$ cat src/rtl/dma_arb_pkg.sv
package dma_arb_pkg;

    localparam int PERIPH_CH   = 3;
    localparam int TOTAL_CH    = PERIPH_CH + 1;
    localparam int CH_IDX_W    = $clog2(TOTAL_CH);
    localparam int REFRESH_IDX = 0;

    typedef enum logic {
        ARB_IDLE = 1'b0,
        ARB_XFER = 1'b1
    } arb_state_e;

    typedef struct packed {
        arb_state_e             st;
        logic [CH_IDX_W-1:0]    chan;
    } grant_t;

    function automatic logic [TOTAL_CH-1:0] chan_onehot(input logic [CH_IDX_W-1:0] idx);
        logic [TOTAL_CH-1:0] v;
        v = '0;
        v[idx] = 1'b1;
        return v;
    endfunction

endpackage

$ cat src/rtl/dma_req_sync.sv
module dma_req_sync #(
    parameter int W      = 3,
    parameter int STAGES = 2
) (
    input  logic         clk_i,
    input  logic         rst_i,
    input  logic [W-1:0] async_i,
    output logic [W-1:0] sync_o
);
    logic [STAGES-1:0][W-1:0] stage_q;

    always_ff @(posedge clk_i) begin
        if (rst_i) begin
            stage_q <= '0;
        end else begin
            stage_q[0] <= async_i;
            for (int s = 1; s < STAGES; s++) begin
                stage_q[s] <= stage_q[s-1];
            end
        end
    end

    assign sync_o = stage_q[STAGES-1];
endmodule

$ cat src/rtl/dma_prio_pick.sv
module dma_prio_pick #(
    parameter int N  = 4,
    parameter int IW = 2
) (
    input  logic [N-1:0]  cand_i,
    output logic          any_o,
    output logic [IW-1:0] idx_o
);
    // lowest index wins: scan from the top so the last hit is the lowest
    always_comb begin
        any_o = |cand_i;
        idx_o = '0;
        for (int i = N - 1; i >= 0; i--) begin
            if (cand_i[i]) begin
                idx_o = IW'(i);
            end
        end
    end
endmodule

$ cat src/rtl/dma_xfer_cnt.sv
module dma_xfer_cnt #(
    parameter int CNT_W = 8
) (
    input  logic             clk_i,
    input  logic             rst_i,
    input  logic             load_i,
    input  logic [CNT_W-1:0] value_i,
    input  logic             step_i,
    output logic             last_o
);
    logic [CNT_W-1:0] base_q;
    logic [CNT_W-1:0] left_q;

    always_ff @(posedge clk_i) begin
        if (rst_i) begin
            base_q <= '0;
            left_q <= '0;
        end else if (load_i) begin
            base_q <= value_i;
            left_q <= value_i;
        end else if (step_i) begin
            left_q <= (left_q == '0) ? base_q : left_q - CNT_W'(1);
        end
    end

    assign last_o = (left_q == '0);
endmodule

$ cat src/rtl/dma_arbiter.sv
module dma_arbiter
    import dma_arb_pkg::*;
#(
    parameter int CNT_W       = 8,
    parameter int SYNC_STAGES = 2,
    parameter int XFER_CYCLES = 4
) (
    input  logic                 clk_i,
    input  logic                 rst_i,
    input  logic [PERIPH_CH-1:0] dreq_i,
    input  logic                 refresh_tick_i,
    input  logic [TOTAL_CH-1:0]  cnt_load_i,
    input  logic [CNT_W-1:0]     cnt_value_i,
    output logic [TOTAL_CH-1:0]  dack_n_o,
    output logic                 aen_o,
    output logic                 tc_o
);
    localparam int BEAT_W = (XFER_CYCLES > 1) ? $clog2(XFER_CYCLES) : 1;
    localparam logic [BEAT_W-1:0] LAST_BEAT = BEAT_W'(XFER_CYCLES - 1);

    logic [PERIPH_CH-1:0] req_s;
    logic [TOTAL_CH-1:0]  cand;
    logic                 cand_any;
    logic [CH_IDX_W-1:0]  win_idx;
    logic                 refresh_pend_q;
    grant_t               g_q;
    logic [BEAT_W-1:0]    beat_q;
    logic                 start;
    logic                 xfer_end;
    logic [TOTAL_CH-1:0]  ch_last;

    dma_req_sync #(.W(PERIPH_CH), .STAGES(SYNC_STAGES)) u_sync (
        .clk_i   (clk_i),
        .rst_i   (rst_i),
        .async_i (dreq_i),
        .sync_o  (req_s)
    );

    assign cand = {req_s, refresh_pend_q | refresh_tick_i};

    dma_prio_pick #(.N(TOTAL_CH), .IW(CH_IDX_W)) u_pick (
        .cand_i (cand),
        .any_o  (cand_any),
        .idx_o  (win_idx)
    );

    assign start    = (g_q.st == ARB_IDLE) && cand_any;
    assign xfer_end = (g_q.st == ARB_XFER) && (beat_q == LAST_BEAT);

    always_ff @(posedge clk_i) begin
        if (rst_i) begin
            refresh_pend_q <= 1'b0;
        end else begin
            refresh_pend_q <= (refresh_pend_q | refresh_tick_i)
                              & ~(start && (win_idx == CH_IDX_W'(REFRESH_IDX)));
        end
    end

    always_ff @(posedge clk_i) begin
        if (rst_i) begin
            g_q.st   <= ARB_IDLE;
            g_q.chan <= '0;
            beat_q   <= '0;
        end else begin
            unique case (g_q.st)
                ARB_IDLE: begin
                    if (cand_any) begin
                        g_q.st   <= ARB_XFER;
                        g_q.chan <= win_idx;
                        beat_q   <= '0;
                    end
                end
                ARB_XFER: begin
                    if (beat_q == LAST_BEAT) begin
                        g_q.st <= ARB_IDLE;
                    end else begin
                        beat_q <= beat_q + BEAT_W'(1);
                    end
                end
                default: g_q.st <= ARB_IDLE;
            endcase
        end
    end

    for (genvar c = 0; c < TOTAL_CH; c++) begin : g_cnt
        dma_xfer_cnt #(.CNT_W(CNT_W)) u_cnt (
            .clk_i   (clk_i),
            .rst_i   (rst_i),
            .load_i  (cnt_load_i[c]),
            .value_i (cnt_value_i),
            .step_i  (xfer_end && (g_q.chan == CH_IDX_W'(c))),
            .last_o  (ch_last[c])
        );
    end

    assign dack_n_o = (g_q.st == ARB_XFER) ? ~chan_onehot(g_q.chan) : '1;
    assign aen_o    = (g_q.st == ARB_XFER);
    assign tc_o     = xfer_end && ch_last[g_q.chan];
endmodule

$ cat config.mk
export PLATFORM = sky130hd
export DESIGN_NAME = dma_arbiter
export DESIGN_NICKNAME = d
export VERILOG_FILES = /design/src/rtl/dma_arb_pkg.sv /design/src/rtl/dma_req_sync.sv /design/src/rtl/dma_prio_pick.sv /design/src/rtl/dma_xfer_cnt.sv /design/src/rtl/dma_arbiter.sv
export SDC_FILE = /design/constraint.sdc
export NUM_CORES = 1
export LEC_CHECK = 0
export BUFFER_PORTS_ARGS = -buffer_cell sky130_fd_sc_hd__buf_4
export CAP_MARGIN = 20
export CORE_MARGIN = 8
export CORE_UTILIZATION = 60
export DETAILED_ROUTE_END_ITERATION = 10
export MAX_ROUTING_LAYER = met4
export PLACE_DENSITY = 0.79
export SYNTH_ARGS = -nofsm -noshare
export SYNTH_HDL_FRONTEND = slang
export SYNTH_SLANG_ARGS = --single-unit
$ cat constraint.sdc
create_clock -name clk_i -period 7 [get_ports clk_i]
set_clock_uncertainty 0.15 [all_clocks]
set_input_delay 1.75 -clock clk_i [delete_from_list [all_inputs] [get_ports clk_i]]
set_output_delay 1.75 -clock clk_i [all_outputs]
set_load 0.005 [all_outputs]
==> results of run 1 <==
-- stage by stage --
stage | util (%) | cell area, sq um
finish | 67.49 | 4285
global route | 67.49 | 4285
CTS | 67.49 | 4285
detailed placement | 63.94 | 4060
global placement | 63.94 | 4060
floorplan | - | 3931
-- critical path, delay by kind of cell, from the launching register on --
kind                       cells  cell delay [ns]
and+or+nand+nor                3             1.01
muxes                          1             0.54
DFF                            1             0.35
buffers and inverters          2             0.22
adders and majority gates      1             0.17
-- power groups by stage --
stage / logic, mW / registers [mW] / clock network (mW)
5_1_grt: 0.174 / 0.485 / 0.396
3_3_place_gp: 0.150 / 0.489 / 0
3_5_place_dp: 0.153 / 0.490 / 0
2_1_floorplan: 0.127 / 0.481 / 0
6_report: 0.155 / 0.481 / 0.376
4_1_cts: 0.155 / 0.481 / 0.382
-- flip-flops by register name, summed over array words and instances, names as in the netlist --
name,flops
beat_q,2
g_q,2
aen_o,1
u_sync.stage_q,3
refresh_pend_q,1
g_cnt.u_cnt.base_q,32
u_sync.sync_o,3
g_cnt.u_cnt.left_q,32
-- cell families (layout without fill, tap and decap cells) --
family	count (synthesis)	count (layout)	share of synthesized area, %
adders and majority gates	9	9	2.864
xor gates and xnor gates	3	3	0.6685
buffers and inverters	55	62	5.856
AOI/OAI and AO/OA	131	131	21.42
DFF	76	76	38.70
and+or+nand+nor	186	186	23.97
muxes	24	24	6.524
-- worst max-delay path by stage --
stage | start | to | slack [ns] | cells past startpoint
2_1_floorplan | g_cnt[2].u_cnt.left_q[0] | tc_o | 3.04 | 8
3_3_place_gp | g_cnt[3].u_cnt.left_q[0] | tc_o | 2.90 | 7
3_5_place_dp | g_cnt[3].u_cnt.left_q[0] | tc_o | 2.87 | 7
4_1_cts | g_cnt[3].u_cnt.left_q[0] | tc_o | 2.48 | 7
5_1_grt | g_cnt[1].u_cnt.left_q[1] | tc_o | 2.35 | 7
6_report | g_cnt[3].u_cnt.left_q[0] | tc_o | 2.45 | 7
-- cell type report --
type | instances | area, sq um | area share [%]
Multi-Input combinational cell | 353 | 2180 | 50.86
Sequential cell | 76 | 1521 | 35.50
Timing Repair Buffer | 24 | 180.2 | 4.204
Tap cell | 77 | 96.34 | 2.248
Clock inverter | 6 | 87.58 | 2.044
Inverter | 22 | 82.58 | 1.927
Clock buffer | 10 | 137.6 | 3.212
-- cells in the mapped netlist, types with 3 or more instances --
cell type / count
dfxtp_1: 76
nand2_1: 53
a21oi_1: 51
nor2_1: 46
inv_1: 22
clkbuf_1: 21
mux2i_1: 20
nor3_1: 17
nand2b_1: 15
o21ai_0: 13
nor2b_1: 10
a31oi_1: 9
ha_1: 9
o211ai_1: 9
o22ai_1: 9
buf_1: 8
nand3_1: 8
or3_1: 8
nor3b_1: 6
a221oi_1: 5
a22oi_1: 5
o31ai_1: 5
a211o_1: 3
a211oi_1: 3
buf_6: 3
mux2_2: 3
nand4b_1: 3
xnor2_1: 3
-- cell usage in the layout, fill, tap and decap left out, drive strengths merged, types with 4 or more instances in the layout --
master,synthesis,final
a21oi,51,51
a221oi,6,6
a22oi,5,5
a31oi,9,9
buf,12,24
clkbuf,21,10
dfxtp,76,76
ha,9,9
inv,22,22
mux2i,20,20
nand2,53,53
nand2b,15,15
nand3,8,8
nor2,46,46
nor2b,10,10
nor3,17,17
nor3b,6,6
o211ai,9,9
o21ai,13,13
o22ai,9,9
o31ai,5,5
or3,9,9
or4b,4,4
-- routing by layer --
layer,routed length [um],part of all wire (%)
met4,155,1.7
met5,0,0
met1,4023,44
met3,643,7.0
met2,4317,47
==> impl_metrics.yaml, run 1 <==
placed_design:
  dp_slack_ns: 2.866
  gp_congestion: 0.9329
  portBuffers: 23
  dp.cells: 552
  dp_hpwl_um: 6067
clocking:
  ctsResizeCount: 0
  clk_pin_slew_ns: 0.08
  cts.sinks: 76
  clk_path_buf_depth: 2
  cts_hold_buf: 0
  clk_latency_ns: 0.35
  postCtsSetupRepairBufs: 0
  cts_tree: "built"
  htreeDepth: 3
  cts-buffers-inserted: 9
  root_buffer: "clkbuf_8"
synthesis:
  yosysSeqAreaShare_pct: 38.70
  synth-edff-count: 0
  ys_seq_elements: 76
  syn-num-nets: 511
  syn_avg_cell_area_sq_um: 8.122
  synth_top_area_share_pct: 38.70
  synthTopCellsByArea: "dfxtp_1 39%, a21oi_1 6.5%, mux2i_1 5.1%"
  yosys_warnings: 0
  synth_cell_types: 58
  synthCells: 484
  yosys.area.top_type: "dfxtp_1"
  async_flop_share_pct: 0
  netlist_area_sq_mm: 0.003931
  synth_top_flop_cell: "dfxtp_1"
floorplanning:
  rows: 29
  dieArea_sq_mm: 0.009398
  initial_utilization_pct: 61.91
  die_w_um: 96.95
  die_h_um: 96.95
  ioPinCount: 24
  core_region_area_sq_mm: 0.006350
global_route:
  met2_usage_pct: 31.09
  grtUsageMet1_pct: 24.56
  grt_busiest_layer: "met2"
  grt_max_degree: 78
  grt_pass1_vias: 3242
  track_usage_pct: 20.11
  met3_usage_pct: 5.405
  antenna_found_initial: 0
  overflow: 0
  grt_pass1_wl_um: 15480
sta:
  hold_viol: 0
  period_needed_ns: 4.549
  fmax_ghz: 0.2198
  setup_viol: 0
  rsz0062_at_grt: "false"
  worst_slew_pin_slew_ns: 0.7729
  finalSetupTns_ns: 0
  drv_slew: 0
  fin_crit_sh_pct: 64.99
  fin_ws_ns: 2.451
  relSlewSlack_pct: 48.47
  whs_ns: 0.2967
setup_path:
  crit_chain: "inv_1, ha_1, or4b_1, nand2b_1, mux4_2, nor2_1, buf_4"
  cp_slowest_stage_delay_ns: 0.54
  crit_slowest_cell: "mux4_2"
  crit_arrival_ns: 2.65
  end_kind: "primary output"
  critPathKind: "register to primary output"
  r2r_cells: 7
  reg2reg_from: "g_cnt[1].u_cnt.left_q[0]"
  regToRegSetupSlack_ns: 4.71
  crit_required_ns: 5.10
  path_max_fanout: 11
  start_kind: "register"
  r2r_end: "g_cnt[1].u_cnt.left_q[0]"
power:
  power.switching_mw: 0.2774
  p_int_mw: 0.7347
  p_sw_share_pct: 27.41
  power.share.sequential_pct: 47.6
  p_leak_nw: 1.649
  power.total_mw: 1.012
  cellPowerDensity_mw_per_mm2: 236.2
  peakVddDrop_v: 0.0001861
  p_comb_share_pct: 15.3
  power.share.clock_pct: 37.1
route:
  drtAntennaViolNets: 0
  vias: 3500
  wl_per_cell_um: 16.09
  first_pass_iters: 5
  post-route-drc-count: 0
  drt_iter0_markers: 205
  wl_um: 9140
  via_per_inst: 6.162
min_path:
  hold_path.class: "register to register"
  whs_endpoint: "u_sync.sync_o[2]"
  min_from: "u_sync.stage_q[2]"
  whs_path_depth: 1
layout:
  drive_gt1_share_pct: 10.59
  areaGrowthSynthToFinish_pct: 9.007
  fin_cells: 568
  fill_cells: 551
  nets: 513
  antenna_cells: 0
run:
  cap_violations: 0
outcome:
  outcome: "finished clean"
(Power assumes the default switching activity.)
==> run 2, diff against run 1 <==
==> constraint.sdc (replaced) <==
create_clock -name clk_i -period 4.37 [get_ports clk_i]
set_clock_uncertainty 0.15 [all_clocks]
set_input_delay 1.0925 -clock clk_i [delete_from_list [all_inputs] [get_ports clk_i]]
set_output_delay 1.0925 -clock clk_i [all_outputs]
set_load 0.005 [all_outputs]
==> impl_metrics.yaml, run 2 (synthesis results as in run 1) <==
global_route:
  grt_pass1_wl_um: 16120
  overflow: 0
  antenna_found_initial: 0
  grt_pass1_vias: 3439
  grt_max_degree: 44
  track_usage_pct: 20.75
clocking:
  cts_tree: "built"
  clk_path_buf_depth: 2
  htreeDepth: 3
  cts-buffers-inserted: 9
  postCtsSetupRepairBufs: 0
  cts_hold_buf: 0
  clk_latency_ns: 0.35
  cts.sinks: 76
  clk_pin_slew_ns: 0.08
  root_buffer: "clkbuf_8"
  ctsResizeCount: 0
route:
  post-route-drc-count: 0
  drtAntennaViolNets: 0
  first_pass_iters: 5
  drt_iter0_markers: 198
  wl_um: 9360
  vias: 3496
  wl_per_cell_um: 16.45
  via_per_inst: 6.144
placed_design:
  dp_hpwl_um: 6465
  portBuffers: 23
  dp_slack_ns: 0.8601
  dpl_cell_area_sq_mm: 0.004068
  gp_congestion: 0.9140
floorplanning:
  initial_utilization_pct: 61.91
  ioPinCount: 24
  die_h_um: 96.95
  die_w_um: 96.95
  core_region_area_sq_mm: 0.006350
  rows: 29
  dieArea_sq_mm: 0.009398
layout:
  antenna_cells: 0
  areaGrowthSynthToFinish_pct: 8.593
  final_cell_mix: "76 x dfxtp_1, 53 x nand2_1, 51 x a21oi_1, 46 x nor2_1, 25 x buf_4"
  nets: 514
  fill_cells: 551
  top_regs: "g_cnt.u_cnt.base_q: 32 flops, g_cnt.u_cnt.left_q: 32 flops"
  drive_gt1_share_pct: 10.77
  layout_commonest_cell: "dfxtp_1"
  stdcell_area_sq_mm: 0.004269
power:
  p_sw_share_pct: 28.42
  p_leak_nw: 1.647
  power.total_mw: 1.565
  peakVddDrop_v: 0.0002379
  power.share.clock_pct: 34.7
  p_int_mw: 1.120
  p_comb_share_pct: 16.1
  power.share.sequential_pct: 49.3
  power.switching_mw: 0.4447
  cellPowerDensity_mw_per_mm2: 366.5
sta:
  fmax_ghz: 0.2548
  drv_slew: 0
  rsz0062_at_grt: "false"
  setup_viol: 0
  fin_crit_sh_pct: 89.80
  worst_slew_pin_slew_ns: 0.6417
  hold_viol: 0
  finalSetupTns_ns: 0
  whs_ns: 0.3022
  relSlewSlack_pct: 56.61
  fin_ws_ns: 0.4455
  period_needed_ns: 3.924
min_path:
  hold_path.class: "register to register"
run:
  cap_violations: 0
setup_path:
  crit_required_ns: 3.13
  crit_arrival_ns: 2.68
  end_kind: "primary output"
  start_kind: "register"
  critPathKind: "register to primary output"
  path_max_fanout: 11
outcome:
  outcome: "finished clean"
run 2: changes by cell type in the layout (fill, tap and decap cells not counted):
| cell | previous run | this run |
|---|---|---|
| bufinv_16 | 2 | 1 |
| clkinv_4 | 0 | 1 |
| clkinvlp_4 | 3 | 2 |
| clkinv_2 | 1 | 2 |
| buf_4 | 24 | 25 |
run 2: power groups by stage:
stage | Clock [mW] | Sequential [mW] | Combinational [mW]
global placement | 0 | 0.784 | 0.242
floorplan | 0 | 0.771 | 0.203
global route | 0.577 | 0.777 | 0.282
finish | 0.542 | 0.771 | 0.252
CTS | 0.548 | 0.770 | 0.250
detailed placement | 0 | 0.786 | 0.248
run 2: path summary, 6_finish.rpt:
kind / start / to / slack, ns / cells past startpoint
worst max register to register: g_cnt[1].u_cnt.left_q[0] / g_cnt[1].u_cnt.left_q[0] / 2.08 / 7
worst max-delay path: g_cnt[3].u_cnt.left_q[0] / tc_o / 0.45 / 7
worst min register to register: u_sync.stage_q[0] / u_sync.sync_o[0] / 0.30 / 1
worst min-delay path: u_sync.stage_q[0] / u_sync.sync_o[0] / 0.30 / 1
run 2: worst max-delay path, cell delays in order (launching register included):
cell	delay (ns)
dfxtp_1	0.35
inv_1	0.10
ha_1	0.18
or4b_1	0.52
nand2b_1	0.36
mux4_2	0.55
nor2_1	0.14
buf_4	0.13
run 2: final cells by class:
| class | count | area, sq um | share of cell area, % |
|---|---|---|---|
| multi-input cells | 353 | 2180 | 51.06 |
| flip-flops and latches | 76 | 1521 | 35.64 |
| repair buffers | 25 | 187.7 | 4.396 |
| clock buffers | 10 | 137.6 | 3.224 |
| well taps | 77 | 96.34 | 2.257 |
| inverters | 22 | 82.58 | 1.934 |
| clock inverters | 6 | 63.81 | 1.495 |
run 2: through the flow:
stage | cells | util [%]
floorplan | 484 | -
global placement | 553 | 64.06
detailed placement | 553 | 64.06
CTS | 569 | 67.23
global route | 569 | 67.23
finish | 569 | 67.23
run 2: layer usage:
| layer | global-route usage [%] | up-vias | wire [um] |
|---|---|---|---|
| met5 | - | - | 0 |
| met4 | 7.337 | 0 | 111 |
| met3 | 3.627 | 9 | 501 |
| met2 | 34.01 | 91 | 4502 |
| met1 | 24.97 | 1661 | 4245 |
| li1 | - | 1735 | - |
==> run 3, diff against run 2 <==
--- a/config.mk
+++ b/config.mk
@@ -10,7 +10,6 @@
 export CORE_MARGIN = 8
 export CORE_UTILIZATION = 60
 export DETAILED_ROUTE_END_ITERATION = 10
-export MAX_ROUTING_LAYER = met4
 export PLACE_DENSITY = 0.79
 export SYNTH_ARGS = -nofsm -noshare
 export SYNTH_HDL_FRONTEND = slang
==> impl_metrics.yaml, run 3 (synthesis results as in run 1) <==
sta:
  fin_crit_sh_pct: 88.96
  relSlewSlack_pct: 55.94
  whs_ns: 0.3018
  fmax_ghz: 0.2572
  rsz0062_at_grt: "false"
  fin_ws_ns: 0.4823
  period_needed_ns: 3.888
  hold_viol: 0
  drv_slew: 0
  worst_slew_pin_slew_ns: 0.6517
  finalSetupTns_ns: 0
  setup_viol: 0
setup_path:
  crit_arrival_ns: 2.65
  end_kind: "primary output"
  crit_required_ns: 3.13
  critPathKind: "register to primary output"
  r2r_cells: 7
  r2r_end: "g_cnt[1].u_cnt.left_q[0]"
  path_max_fanout: 11
  crit_chain: "inv_1, ha_1, or4b_1, nand2b_1, mux4_2, nor2_1, buf_4"
  reg2reg_from: "g_cnt[1].u_cnt.left_q[0]"
  cp_slowest_stage_delay_ns: 0.53
  cp.depth: 7
  regToRegSetupSlack_ns: 2.11
  critPathBufInv: 2
  critical_path.startpoint: "g_cnt[3].u_cnt.left_q[0]"
  crit_slowest_cell: "mux4_2"
  path_delay_family: "simple AND/OR/NAND/NOR gates"
  start_kind: "register"
floorplanning:
  die_h_um: 96.95
  core_region_area_sq_mm: 0.006350
  die_w_um: 96.95
  rows: 29
  ioPinCount: 24
  initial_utilization_pct: 61.91
  dieArea_sq_mm: 0.009398
global_route:
  track_usage_pct: 19.72
  antenna_found_initial: 0
  grt_pass1_vias: 3294
  grt_max_degree: 42
  grt_pass1_wl_um: 15690
  overflow: 0
route:
  first_pass_iters: 5
  post-route-drc-count: 0
  drtAntennaViolNets: 0
  wl_per_cell_um: 16.36
  drt_iter0_markers: 242
  wl_um: 9307
  via_per_inst: 6.185
  vias: 3519
min_path:
  whs_endpoint: "u_sync.sync_o[2]"
  min_from: "u_sync.stage_q[2]"
  hold_path.class: "register to register"
  whs_path_depth: 1
clocking:
  cts_tree: "built"
  cts-buffers-inserted: 9
  clk_pin_slew_ns: 0.09
  ctsResizeCount: 0
  cts_hold_buf: 0
  root_buffer: "clkbuf_8"
  htreeDepth: 3
  postCtsSetupRepairBufs: 0
  clk_path_buf_depth: 2
  cts.sinks: 76
  clk_latency_ns: 0.35
layout:
  final_cell_mix: "76 x dfxtp_1, 53 x nand2_1, 51 x a21oi_1, 46 x nor2_1, 25 x buf_4"
  areaGrowthSynthToFinish_pct: 8.816
  fill_cells: 535
  antenna_cells: 0
  multi_input_area_sq_mm: 0.002180
  layout_commonest_cell: "dfxtp_1"
  drive_gt1_share_pct: 10.77
  nets: 514
  seqCellArea_sq_mm: 0.001521
  top_regs: "g_cnt.u_cnt.base_q: 32 flops, g_cnt.u_cnt.left_q: 32 flops"
run:
  cap_violations: 0
power:
  p_leak_nw: 1.652
  power.total_mw: 1.582
  peakVddDrop_v: 0.0002755
  cellPowerDensity_mw_per_mm2: 369.8
placed_design:
  dp_hpwl_um: 6401
  portBuffers: 23
  dp_slack_ns: 0.8851
  gp_congestion: 0.9173
outcome:
  outcome: "finished clean"
run 3: final cells by class:
type / instances / area share (%)
clock buffers: 10 / 3.217
clock inverters: 6 / 1.696
inverters: 22 / 1.930
multi-input cells: 353 / 50.95
flip-flops and latches: 76 / 35.57
well taps: 77 / 2.252
repair buffers: 25 / 4.387
run 3: worst max path at each step:
| stage | end |
|---|---|
| after floorplan | tc_o |
| after global placement | tc_o |
| after detailed placement | tc_o |
| after CTS | tc_o |
| after global routing | tc_o |
| final | tc_o |
run 3: metrics by stage:
step | utilization [%] | cell area [sq um] | instances
global route | 67.37 | 4278 | 569
global placement | 64.06 | 4068 | 553
detailed placement | 64.06 | 4068 | 553
CTS | 67.37 | 4278 | 569
finish | 67.37 | 4278 | 569
floorplan | - | 3931 | 484
run 3: layer usage:
metal / wire, um / vias up / GRT usage (%)
met5: 0 / - / 0
li1: - / 1746 / -
met3: 530 / 15 / 3.556
met2: 4333 / 99 / 31.72
met4: 147 / 0 / 8.521
met1: 4295 / 1659 / 25.14
run 3: where the power goes:
part           switching [mW]  leakage (nW)  internal [mW]
registers              0.0379         0.628          0.732
clock network           0.276         0.103          0.284
logic                   0.143         0.922          0.109
total                   0.456          1.65           1.13
